### src/rtl/ccu_pkg.sv
package ccu_pkg;
  typedef enum logic [2:0] {
    M_OFF      = 3'b000,
    M_CAP_RISE = 3'b001,
    M_CAP_FALL = 3'b010,
    M_CAP_BOTH = 3'b011,
    M_TIMER    = 3'b100,
    M_CMP      = 3'b101,
    M_PWM      = 3'b110,
    M_RSVD     = 3'b111
  } ccu_mode_e;

  // global register addresses
  localparam int A_CTRL   = 0;
  localparam int A_CNT_LO = 1;
  localparam int A_CNT_HI = 2;
  localparam int A_FLAG   = 3;
  localparam int A_IEN    = 4;

  // channel register window
  localparam int A_CH_BASE   = 8;
  localparam int A_CH_STRIDE = 4;
  localparam int O_CTRL      = 0;
  localparam int O_DLO       = 1;
  localparam int O_DHI       = 2;

  // bit position of the toggle/level bit in a channel control byte
  localparam int TOG_BIT = 3;
endpackage

### src/rtl/ccu_sync.sv
module ccu_sync #(
  parameter int STAGES = 2
) (
  input  logic clk,
  input  logic rst,
  input  logic d,
  output logic q
);
  logic [STAGES-1:0] sr;

  always_ff @(posedge clk) begin
    if (rst) sr <= '0;
    else     sr <= {sr[STAGES-2:0], d};
  end

  assign q = sr[STAGES-1];
endmodule

### src/rtl/ccu_timebase.sv
module ccu_timebase #(
  parameter int BW = 8,
  localparam int CW = 2 * BW
) (
  input  logic          clk,
  input  logic          rst,
  input  logic          run,
  input  logic          cnt_en,
  input  logic          wr_lo,
  input  logic          wr_hi,
  input  logic [BW-1:0] wdata,
  output logic [CW-1:0] cnt,
  output logic          step,
  output logic          roll,
  output logic          lo_roll
);
  assign step    = run & cnt_en;
  assign roll    = step & (&cnt);
  assign lo_roll = step & (&cnt[BW-1:0]);

  always_ff @(posedge clk) begin
    if (rst) begin
      cnt <= '0;
    end else begin
      if (step)  cnt <= cnt + 1'b1;
      // a byte write overrides the step for that byte
      if (wr_lo) cnt[BW-1:0]  <= wdata;
      if (wr_hi) cnt[CW-1:BW] <= wdata;
    end
  end
endmodule

### src/rtl/ccu_channel.sv
module ccu_channel
  import ccu_pkg::*;
#(
  parameter int BW = 8,
  localparam int CW = 2 * BW
) (
  input  logic          clk,
  input  logic          rst,
  input  logic          step,
  input  logic          roll,
  input  logic          lo_roll,
  input  logic [CW-1:0] cnt,
  input  logic          pin,
  input  logic          ctrl_we,
  input  logic          dlo_we,
  input  logic          dhi_we,
  input  logic [BW-1:0] wdata,
  output logic [2:0]    mode,
  output logic          tog,
  output logic [CW-1:0] data,
  output logic          hit,
  output logic          pin_out
);
  ccu_mode_e mode_q;
  logic      prev_q;
  logic      rise, fall, cap, match, tog_n;

  assign rise = pin & ~prev_q;
  assign fall = ~pin & prev_q;

  always_comb begin
    unique case (mode_q)
      M_CAP_RISE: cap = rise;
      M_CAP_FALL: cap = fall;
      M_CAP_BOTH: cap = rise | fall;
      default:    cap = 1'b0;
    endcase
  end

  assign match = (mode_q == M_CMP) && step && (cnt == data);
  assign tog_n = ctrl_we ? wdata[TOG_BIT] : (match ? ~tog : tog);
  assign hit   = cap | ((mode_q == M_TIMER) & roll) | match;
  assign mode  = mode_q;

  always_ff @(posedge clk) begin
    if (rst) begin
      mode_q  <= M_OFF;
      prev_q  <= 1'b0;
      tog     <= 1'b0;
      data    <= '0;
      pin_out <= 1'b0;
    end else begin
      prev_q <= pin;
      tog    <= tog_n;
      if (ctrl_we) mode_q <= ccu_mode_e'(wdata[2:0]);

      // hardware updates take precedence over bus writes
      if (cap) begin
        data <= cnt;
      end else begin
        if (mode_q == M_PWM && lo_roll) data[BW-1:0] <= data[CW-1:BW];
        else if (dlo_we)                data[BW-1:0] <= wdata;
        if (dhi_we)                     data[CW-1:BW] <= wdata;
      end

      unique case (mode_q)
        M_CMP:   pin_out <= tog_n;
        M_PWM:   pin_out <= (cnt[BW-1:0] >= data[BW-1:0]);
        default: pin_out <= 1'b0;
      endcase
    end
  end
endmodule

### src/rtl/ccu_array.sv
module ccu_array
  import ccu_pkg::*;
#(
  parameter int NCH         = 5,
  parameter int BW          = 8,
  parameter int ADDR_W      = 5,
  parameter int SYNC_STAGES = 2,
  localparam int CW = 2 * BW
) (
  input  logic              clk,
  input  logic              rst,
  input  logic              cnt_en,
  input  logic              wr_en,
  input  logic [ADDR_W-1:0] addr,
  input  logic [BW-1:0]     wr_data,
  output logic [BW-1:0]     rd_data,
  input  logic [NCH-1:0]    cc_in,
  output logic [NCH-1:0]    cc_out,
  output logic              irq
);
  logic           run_q;
  logic [NCH-1:0] flag_q, ien_q;
  logic [CW-1:0]  cnt;
  logic           step, roll, lo_roll;
  logic [BW-1:0]  rd_n;

  logic wr_ctrl, wr_lo, wr_hi, wr_flag, wr_ien;
  assign wr_ctrl = wr_en && addr == ADDR_W'(A_CTRL);
  assign wr_lo   = wr_en && addr == ADDR_W'(A_CNT_LO);
  assign wr_hi   = wr_en && addr == ADDR_W'(A_CNT_HI);
  assign wr_flag = wr_en && addr == ADDR_W'(A_FLAG);
  assign wr_ien  = wr_en && addr == ADDR_W'(A_IEN);

  ccu_timebase #(.BW(BW)) i_tb (
    .clk(clk), .rst(rst), .run(run_q), .cnt_en(cnt_en),
    .wr_lo(wr_lo), .wr_hi(wr_hi), .wdata(wr_data),
    .cnt(cnt), .step(step), .roll(roll), .lo_roll(lo_roll)
  );

  logic [2:0]     ch_mode [NCH];
  logic [CW-1:0]  ch_data [NCH];
  logic [NCH-1:0] ch_tog, ch_hit, ch_pin;

  for (genvar i = 0; i < NCH; i++) begin : g_ch
    localparam int BASE = A_CH_BASE + i * A_CH_STRIDE;

    ccu_sync #(.STAGES(SYNC_STAGES)) i_sync (
      .clk(clk), .rst(rst), .d(cc_in[i]), .q(ch_pin[i])
    );

    ccu_channel #(.BW(BW)) i_chan (
      .clk(clk), .rst(rst), .step(step), .roll(roll), .lo_roll(lo_roll),
      .cnt(cnt), .pin(ch_pin[i]),
      .ctrl_we(wr_en && addr == ADDR_W'(BASE + O_CTRL)),
      .dlo_we (wr_en && addr == ADDR_W'(BASE + O_DLO)),
      .dhi_we (wr_en && addr == ADDR_W'(BASE + O_DHI)),
      .wdata(wr_data),
      .mode(ch_mode[i]), .tog(ch_tog[i]), .data(ch_data[i]),
      .hit(ch_hit[i]), .pin_out(cc_out[i])
    );
  end

  // read mux: global registers first, then the channel windows
  always_comb begin
    rd_n = '0;
    case (addr)
      ADDR_W'(A_CTRL):   rd_n[0]       = run_q;
      ADDR_W'(A_CNT_LO): rd_n          = cnt[BW-1:0];
      ADDR_W'(A_CNT_HI): rd_n          = cnt[CW-1:BW];
      ADDR_W'(A_FLAG):   rd_n[NCH-1:0] = flag_q;
      ADDR_W'(A_IEN):    rd_n[NCH-1:0] = ien_q;
      default: ;
    endcase
    for (int i = 0; i < NCH; i++) begin
      if (addr == ADDR_W'(A_CH_BASE + i * A_CH_STRIDE + O_CTRL)) begin
        rd_n[2:0]     = ch_mode[i];
        rd_n[TOG_BIT] = ch_tog[i];
      end
      if (addr == ADDR_W'(A_CH_BASE + i * A_CH_STRIDE + O_DLO)) rd_n = ch_data[i][BW-1:0];
      if (addr == ADDR_W'(A_CH_BASE + i * A_CH_STRIDE + O_DHI)) rd_n = ch_data[i][CW-1:BW];
    end
  end

  always_ff @(posedge clk) begin
    if (rst) begin
      run_q   <= 1'b0;
      flag_q  <= '0;
      ien_q   <= '0;
      irq     <= 1'b0;
      rd_data <= '0;
    end else begin
      if (wr_ctrl) run_q <= wr_data[0];
      if (wr_ien)  ien_q <= wr_data[NCH-1:0];
      // a flag being set in the same clock as its clear stays set
      flag_q  <= ch_hit | (flag_q & ~(wr_flag ? wr_data[NCH-1:0] : '0));
      irq     <= |(flag_q & ien_q);
      rd_data <= rd_n;
    end
  end
endmodule

### config.mk
export PLATFORM = sky130hd
export DESIGN_NAME = ccu_array
export DESIGN_NICKNAME = d
export VERILOG_FILES = /design/src/rtl/ccu_pkg.sv /design/src/rtl/ccu_sync.sv /design/src/rtl/ccu_timebase.sv /design/src/rtl/ccu_channel.sv /design/src/rtl/ccu_array.sv
export SDC_FILE = /design/constraint.sdc
export NUM_CORES = 1
export LEC_CHECK = 0
export BUFFER_PORTS_ARGS = -buffer_cell sky130_fd_sc_hd__buf_4
export CAP_MARGIN = 25
export CORE_ASPECT_RATIO = 0.5
export CORE_UTILIZATION = 28
export CTS_CLUSTER_SIZE = 16
export DETAILED_ROUTE_END_ITERATION = 7
export MAX_ROUTING_LAYER = met4
export PLACE_DENSITY = 0.49
export SETUP_SLACK_MARGIN = 0.2
export SLEW_MARGIN = 10
export SYNTH_ARGS = -nofsm -noshare
export SYNTH_HDL_FRONTEND = slang
export SYNTH_SLANG_ARGS = --single-unit
### constraint.sdc
create_clock -name clk -period 3.6 [get_ports clk]
set_input_delay 0.72 -clock clk [delete_from_list [all_inputs] [get_ports clk]]
set_output_delay 0.72 -clock clk [all_outputs]
set_load 0.01 [all_outputs]
# After elaboration in Yosys (flattened, before gate mapping)
# Cells that the tools add are included.
dict set report totals {
  ff_bits 156
  word_cells 267
  in_bits 22
  out_inout_bits 14
}
dict set report op_classes {
  reduce_logical 51
  n_bitwise 52
  addsub 1
  order_cmp 5
  eq_ne 54
  n_mux 62
}
# op count
set ops {}
lappend ops {{$mux 8} 27}
lappend ops {{$mux 16} 6}
lappend ops {{$eq 16x16->1} 5}
lappend ops {{$eq 3x3->1 const B} 15}
lappend ops {{$eq 5x5->1 const B} 9}
lappend ops {{$ge 8x8->1} 5}
lappend ops {{$logic_and 1x1->1} 35}
lappend ops {{$eq 3x2->1 const B} 10}
lappend ops {{$eq 5x4->1 const B} 6}
lappend ops {{$mux 4} 5}
lappend ops {{$and 1x1->1} 18}
lappend ops {{$add 16x1->16 const B} 1}
lappend ops {{$pmux 4 s4} 1}
lappend ops {{$reduce_and 16->1} 1}
lappend ops {{$eq 3x1->1 const B} 5}
lappend ops {{$not 1->1} 15}
lappend ops {{$or 1x1->1} 15}
lappend ops {{$pmux 1 s3} 5}
lappend ops {{$reduce_bool 3->1} 5}
lappend ops {{$reduce_bool 2->1} 7}
lappend ops {{$and 5x5->5} 2}
lappend ops {{$eq 5x2->1 const B} 2}
lappend ops {{$mux 1} 10}
lappend ops {{$pmux 1 s2} 5}
lappend ops {{10 further kinds} 10}

# Depth between registers and ports, before layout
dict set report depth {
  word_depth 17
  ltp_mapped 9
  ltp_nobuf 8
}

# By module
# From an unflattened synthesis, not the netlist that was laid out.
dict set report unflattened {
  cells_unflattened 1327
  area_unflattened_um2 11313.4
}
# mod cells_per_inst n_inst area_per_inst_um2 seq_area_each_um2
set modules_own_cells {}
lappend modules_own_cells {{ccu_channel at g_ch[2].i_chan ...} 167 3 1468.9 440.4}
lappend modules_own_cells {{ccu_channel at g_ch[0].i_chan ...} 167 2 1537.7 440.4}
lappend modules_own_cells {ccu_array 357 1 2636.3 400.4}
lappend modules_own_cells {ccu_timebase 115 1 932.1 320.3}
lappend modules_own_cells {ccu_sync 4 5 52.6 40.0}

# Least setup slack after synthesis
# Ideal clock, no wire load.
dict set report synth_timing {
  kind {input to register}
  startpoint {in cnt_en}
  endpoint {reg g_ch[0].i_chan.data[6]}
  path_slack_ns 1.323
  setup_ns 0.117
  n_path_buf 1
  cell_stages 7
  arrival_time_ns 2.160
  t_required_ns 3.483
  path_cell_list {and4_1 nor4b_4 and3_1 buf_6 mux2i_1 o21ai_0 a22o_1}
}
dict set report synth_between {
  elab_chain_len 5
  elab_cells_between_ends 6
  cone_classes {mux (2); bitwise (2); reduce/logical (2)}
}
# item line
set synth_lines {}
lappend synth_lines {{start, declared} ccu_array.sv:12} ;# input logic cnt_en,
lappend synth_lines {{$and 1x1->1 (*)} ccu_timebase.sv:17} ;# assign step = run & cnt_en;
lappend synth_lines {{$and 1x1->1 (*)} ccu_timebase.sv:19} ;# assign lo_roll = step & (&cnt[BW-1:0]);
lappend synth_lines {{$logic_and 1x1->1 (*)} ccu_channel.sv:61} ;# if (mode_q == M_PWM && lo_roll) data[BW-1:0] <= data[CW-1:BW];
lappend synth_lines {{$mux 8} ccu_channel.sv:61}
lappend synth_lines {{$mux 16} ccu_channel.sv:58} ;# if (cap) begin
lappend synth_lines {{end signal, assigned} ccu_channel.sv:59} ;# data <= cnt;
lappend synth_lines {{end signal, assigned by index} ccu_channel.sv:61}
lappend synth_lines {{end signal, assigned by index} ccu_channel.sv:62} ;# else if (dlo_we) data[BW-1:0] <= wdata;
lappend synth_lines {{end, declared} ccu_channel.sv:20} ;# output logic [CW-1:0] data,
# Mark *: on every way between the ends. The rest lies on a longest branch, timed or not.
# A chain may end at the register's enable or synchronous reset.

# Worst setup path after layout
dict set report layout_timing {
  startpoint {reg i_tb.cnt[2]}
  endpoint {reg g_ch[3].i_chan.data[6]}
}
dict set report layout_between {
  elab_chain_len 5
  elab_cells_between_ends 6
  cone_classes {mux (2); bitwise (1); reduce/logical (3)}
}
# item line
set layout_lines {}
lappend layout_lines {{start, declared} ccu_timebase.sv:12} ;# output logic [CW-1:0] cnt,
lappend layout_lines {{start signal, assigned} ccu_timebase.sv:25} ;# if (step) cnt <= cnt + 1'b1;
lappend layout_lines {{start signal, assigned by index} ccu_timebase.sv:27} ;# if (wr_lo) cnt[BW-1:0] <= wdata;
lappend layout_lines {{start signal, assigned by index} ccu_timebase.sv:28} ;# if (wr_hi) cnt[CW-1:BW] <= wdata;
lappend layout_lines {{$reduce_and 8->1 (*)} ccu_timebase.sv:19}
lappend layout_lines {{$and 1x1->1 (*)} ccu_timebase.sv:19}
lappend layout_lines {{$logic_and 1x1->1 (*)} ccu_channel.sv:61}
lappend layout_lines {{$mux 8} ccu_channel.sv:61}
lappend layout_lines {{$mux 16} ccu_channel.sv:58}
lappend layout_lines {{end signal, assigned} ccu_channel.sv:59}
lappend layout_lines {{end signal, assigned by index} ccu_channel.sv:61}
lappend layout_lines {{end signal, assigned by index} ccu_channel.sv:62}
lappend layout_lines {{end, declared} ccu_channel.sv:20}
# Marked as above.

==> impl_metrics.csv <==
group,metric,value,unit
place,place_area,11300,µm²
floorplanning,die_area,38500,µm²
clocking,cts_setup_buffers,0,
power,vdd_drop_max,0.290,mV
finish,final_cell_area,12000,µm²
global_routing,grt_pass1_vias,9736,
global_routing,grt_max_degree,58,
floorplanning,ios,36,
synthesis,synth_cell_types,72,
clocking,clock_path_buffers,2,
detailed_routing,wl,45.2,mm
clocking,h-tree-depth,4,
synthesis,ys_ff_latch,156,
timing,clock.fmax,331,MHz
floorplanning,die_width,277,µm
synthesis,syn-mean-instance-area,7.51,µm²
finish,n_fill_cell,3856,
global_routing,grt_util_all_layers,24.3,%
synthesis,synth_seq_area_share,29.6,%
synthesis,ys.flop_type,"dfxtp_1",
worst_setup_path,crit_type,"reg -> reg",
clocking,cts_tree,"yes",
global_routing,grt.overflow.total,0,
timing,min_period,3.02,ns
synthesis,ys_top_cells_by_area,"dfxtp_1, a21oi_1, ha_1, o21ai_0, nor2_1",
clocking,clock-sinks,156,
worst_hold_path,hold_depth,1,
detailed_routing,routed_via_density,5.64,
power,cellLeakagePower,4.60,nW
finish,drive_above_1_share,10.3,%
clocking,root_buffer,"clkbuf_16",
clocking,clkLatencyLatePin,0.46,ns
detailed_routing,wl_per_cell,24.0,µm
synthesis,synthTopCellsByCount,"dfxtp_1, nor2_1, a21oi_1",
floorplanning,start_util,28.9,%
worst_setup_path,worstSetupEndpointType,"flip-flop",
synthesis,synthArstFlopShare,0,%
timing,drv_slew,0,
place,numPortBuffers,35,
worst_setup_path,ff2ff_path_depth,7,
worst_hold_path,hold_start,"g_ch[0].i_sync.sr[0]",
timing,rsz0062_at_grt,"false",
timing,setup_tns,0,ns
global_routing,antenna_found_initial,0,
worst_setup_path,rr_endpoint,"g_ch[3].i_chan.data[6]",
place,dp_hpwl,33.0,mm
clocking,clk_pin_slew_worst_paths,0.07,ns
finish,post-route-util,32.8,%
worst_setup_path,critical_path_arrival,3.37,ns
detailed_routing,drc_errors,0,
worst_setup_path,r2r_start,"i_tb.cnt[2]",
synthesis,synthesis.instances,1405,
worst_setup_path,cp.required,3.96,ns
finish,syn_to_final_growth,13.3,%
timing,finalCritPeriodShare,83.8,%
clocking,cts_resized,0,
synthesis,yosys_warnings,0,
place,gp_congestion,1.02,
status,status,"completed",
floorplanning,coreArea,36500,µm²
timing,worstMarginPinSlew,0.849,ns
worst_setup_path,setup.worst_path.start_class,"flip-flop",
finish,final_nets,1462,
worst_setup_path,reg2reg_slack,0.58,ns
timing,clock_skew,0.0106,ns
finish,seq_area,3120,µm²
floorplanning,die_h,139,µm
timing,slew_headroom,43.3,%
finish,multi_input_area,6630,µm²
detailed_routing,postRouteAntennaNets,0,
floorplanning,rows,49,
timing,hold_violations,0,
detailed_routing,drt_iter0_drc,1242,
clocking,holdBufCountCts,0,
worst_hold_path,hold_path.class,"reg -> reg",
synthesis,syn_area,10600,µm²
detailed_routing,vias,10600,
synthesis,synth_fp_nets,1478,
synthesis,synth_top_cell_by_area,"dfxtp_1",
worst_setup_path,critPathMaxFanout,10,
timing,setup_viol,0,
synthesis,synth_top_cell_area_share,29.6,%
finish,antennaDiodeCount,0,
worst_hold_path,min_to,"g_ch[0].i_sync.sr[1]",
detailed_routing,dr.pass1.iters,5,
power,power.density,356,nW/µm²
global_routing,grt_pass1_wl,67.0,mm
job,drv_cap,0,
clocking,numCtsBuffers,17,
synthesis,yosysMostFrequentCell,"dfxtp_1",
synthesis,synth_edf_count,0,
## worst max path at each step
stage,from,end,slack [ns],cells after the start
floorplan,cnt_en,g_ch[0].i_chan.data[6],1.32,7
global placement,addr[1],rd_data[5],0.36,7
detailed placement,addr[0],rd_data[4],0.41,7
CTS,i_tb.cnt[2],g_ch[3].i_chan.data[6],0.63,7
global route,i_tb.cnt[2],g_ch[3].i_chan.data[6],0.48,7
finish,i_tb.cnt[2],g_ch[3].i_chan.data[6],0.58,7
## layout make-up
type,count,area share [%]
tap,484,5.07
clock buffer,20,3.90
sequential,156,26.1
clock inverter,12,1.55
multi-input combinational,1057,55.4
inverter,68,2.14
timing repair buffer,89,5.80
## through the flow
step	cells	setup WS, ns	hold slack [ns]	power (mW)
after floorplan	1405	1.32	0.414	2.08
after global placement	1854	0.355	0.423	2.25
after detailed placement	1854	0.414	0.436	2.25
after CTS	1886	0.634	0.454	4.28
after global routing	1886	0.477	0.469	4.40
final	1886	0.583	0.446	4.26
## cell families (layout without fill, tap and decap cells)
logic type | after synthesis | count (layout) | share of synthesized area (%)
and+or+nand+nor | 470 | 470 | 21.6
buffers and inverters | 192 | 189 | 7.78
DFF | 156 | 156 | 29.6
adders and majority gates | 51 | 51 | 6.05
AOI/OAI and AO/OA | 420 | 420 | 24.6
muxes | 56 | 56 | 5.34
xor gates and xnor gates | 60 | 60 | 4.98
## metal layers
metal | global-route usage (%) | routed length (µm) | up-vias
met3 | 4.73 | 3800 | 75
li1 | - | - | 4945
met2 | 33.9 | 18600 | 474
met1 | 34.5 | 21500 | 5136
met5 | - | 0 | -
met4 | 8.32 | 1300 | 0
## critical path: stages (launching register included)
cell,delay [ns]
dfxtp_1,0.74
and4_1,0.38
nor4b_4,0.21
buf_4,0.32
and3_1,0.62
mux2i_1,0.27
o21ai_0,0.10
a22o_1,0.26
## layout by cell type, fill, tap and decap left out, drive strengths merged, types with 5 or more instances in the layout
| master | netlist | routed |
|---|---|---|
| a211oi | 29 | 29 |
| a21o | 8 | 8 |
| a21oi | 144 | 144 |
| a22o | 41 | 41 |
| a22oi | 5 | 5 |
| a2bb2oi | 6 | 6 |
| a311oi | 7 | 7 |
| a31oi | 6 | 6 |
| and3 | 6 | 6 |
| and4 | 5 | 5 |
| buf | 39 | 89 |
| clkbuf | 85 | 20 |
| dfxtp | 156 | 156 |
| ha | 51 | 51 |
| inv | 68 | 70 |
| mux2i | 54 | 54 |
| nand2 | 134 | 134 |
| nand2b | 15 | 15 |
| nand3 | 39 | 39 |
| nand3b | 8 | 8 |
| nand4 | 15 | 15 |
| nor2 | 153 | 153 |
| nor2b | 35 | 35 |
| nor3 | 16 | 16 |
| nor4 | 24 | 24 |
| o21ai | 122 | 122 |
| o22ai | 13 | 13 |
| o32ai | 5 | 5 |
| xnor2 | 9 | 9 |
| xor2 | 51 | 51 |
## power breakdown
part	switching (mW)	total [mW]	leakage [nW]	internal (mW)
Combinational	0.309	0.451	3.04	0.143
Clock	0.816	2.04	0.305	1.22
Sequential	0.0257	1.77	1.26	1.75
## registers in the layout, summed over array words and instances (netlist names), 8 cells and up
| signal | count |
|---|---|
| rd_data | 8 |
| g_ch.i_chan.data | 80 |
| i_tb.cnt | 16 |
| g_ch.i_sync.sr | 10 |
| g_ch.i_chan.mode | 15 |
Power figures use the tool's default switching activity.
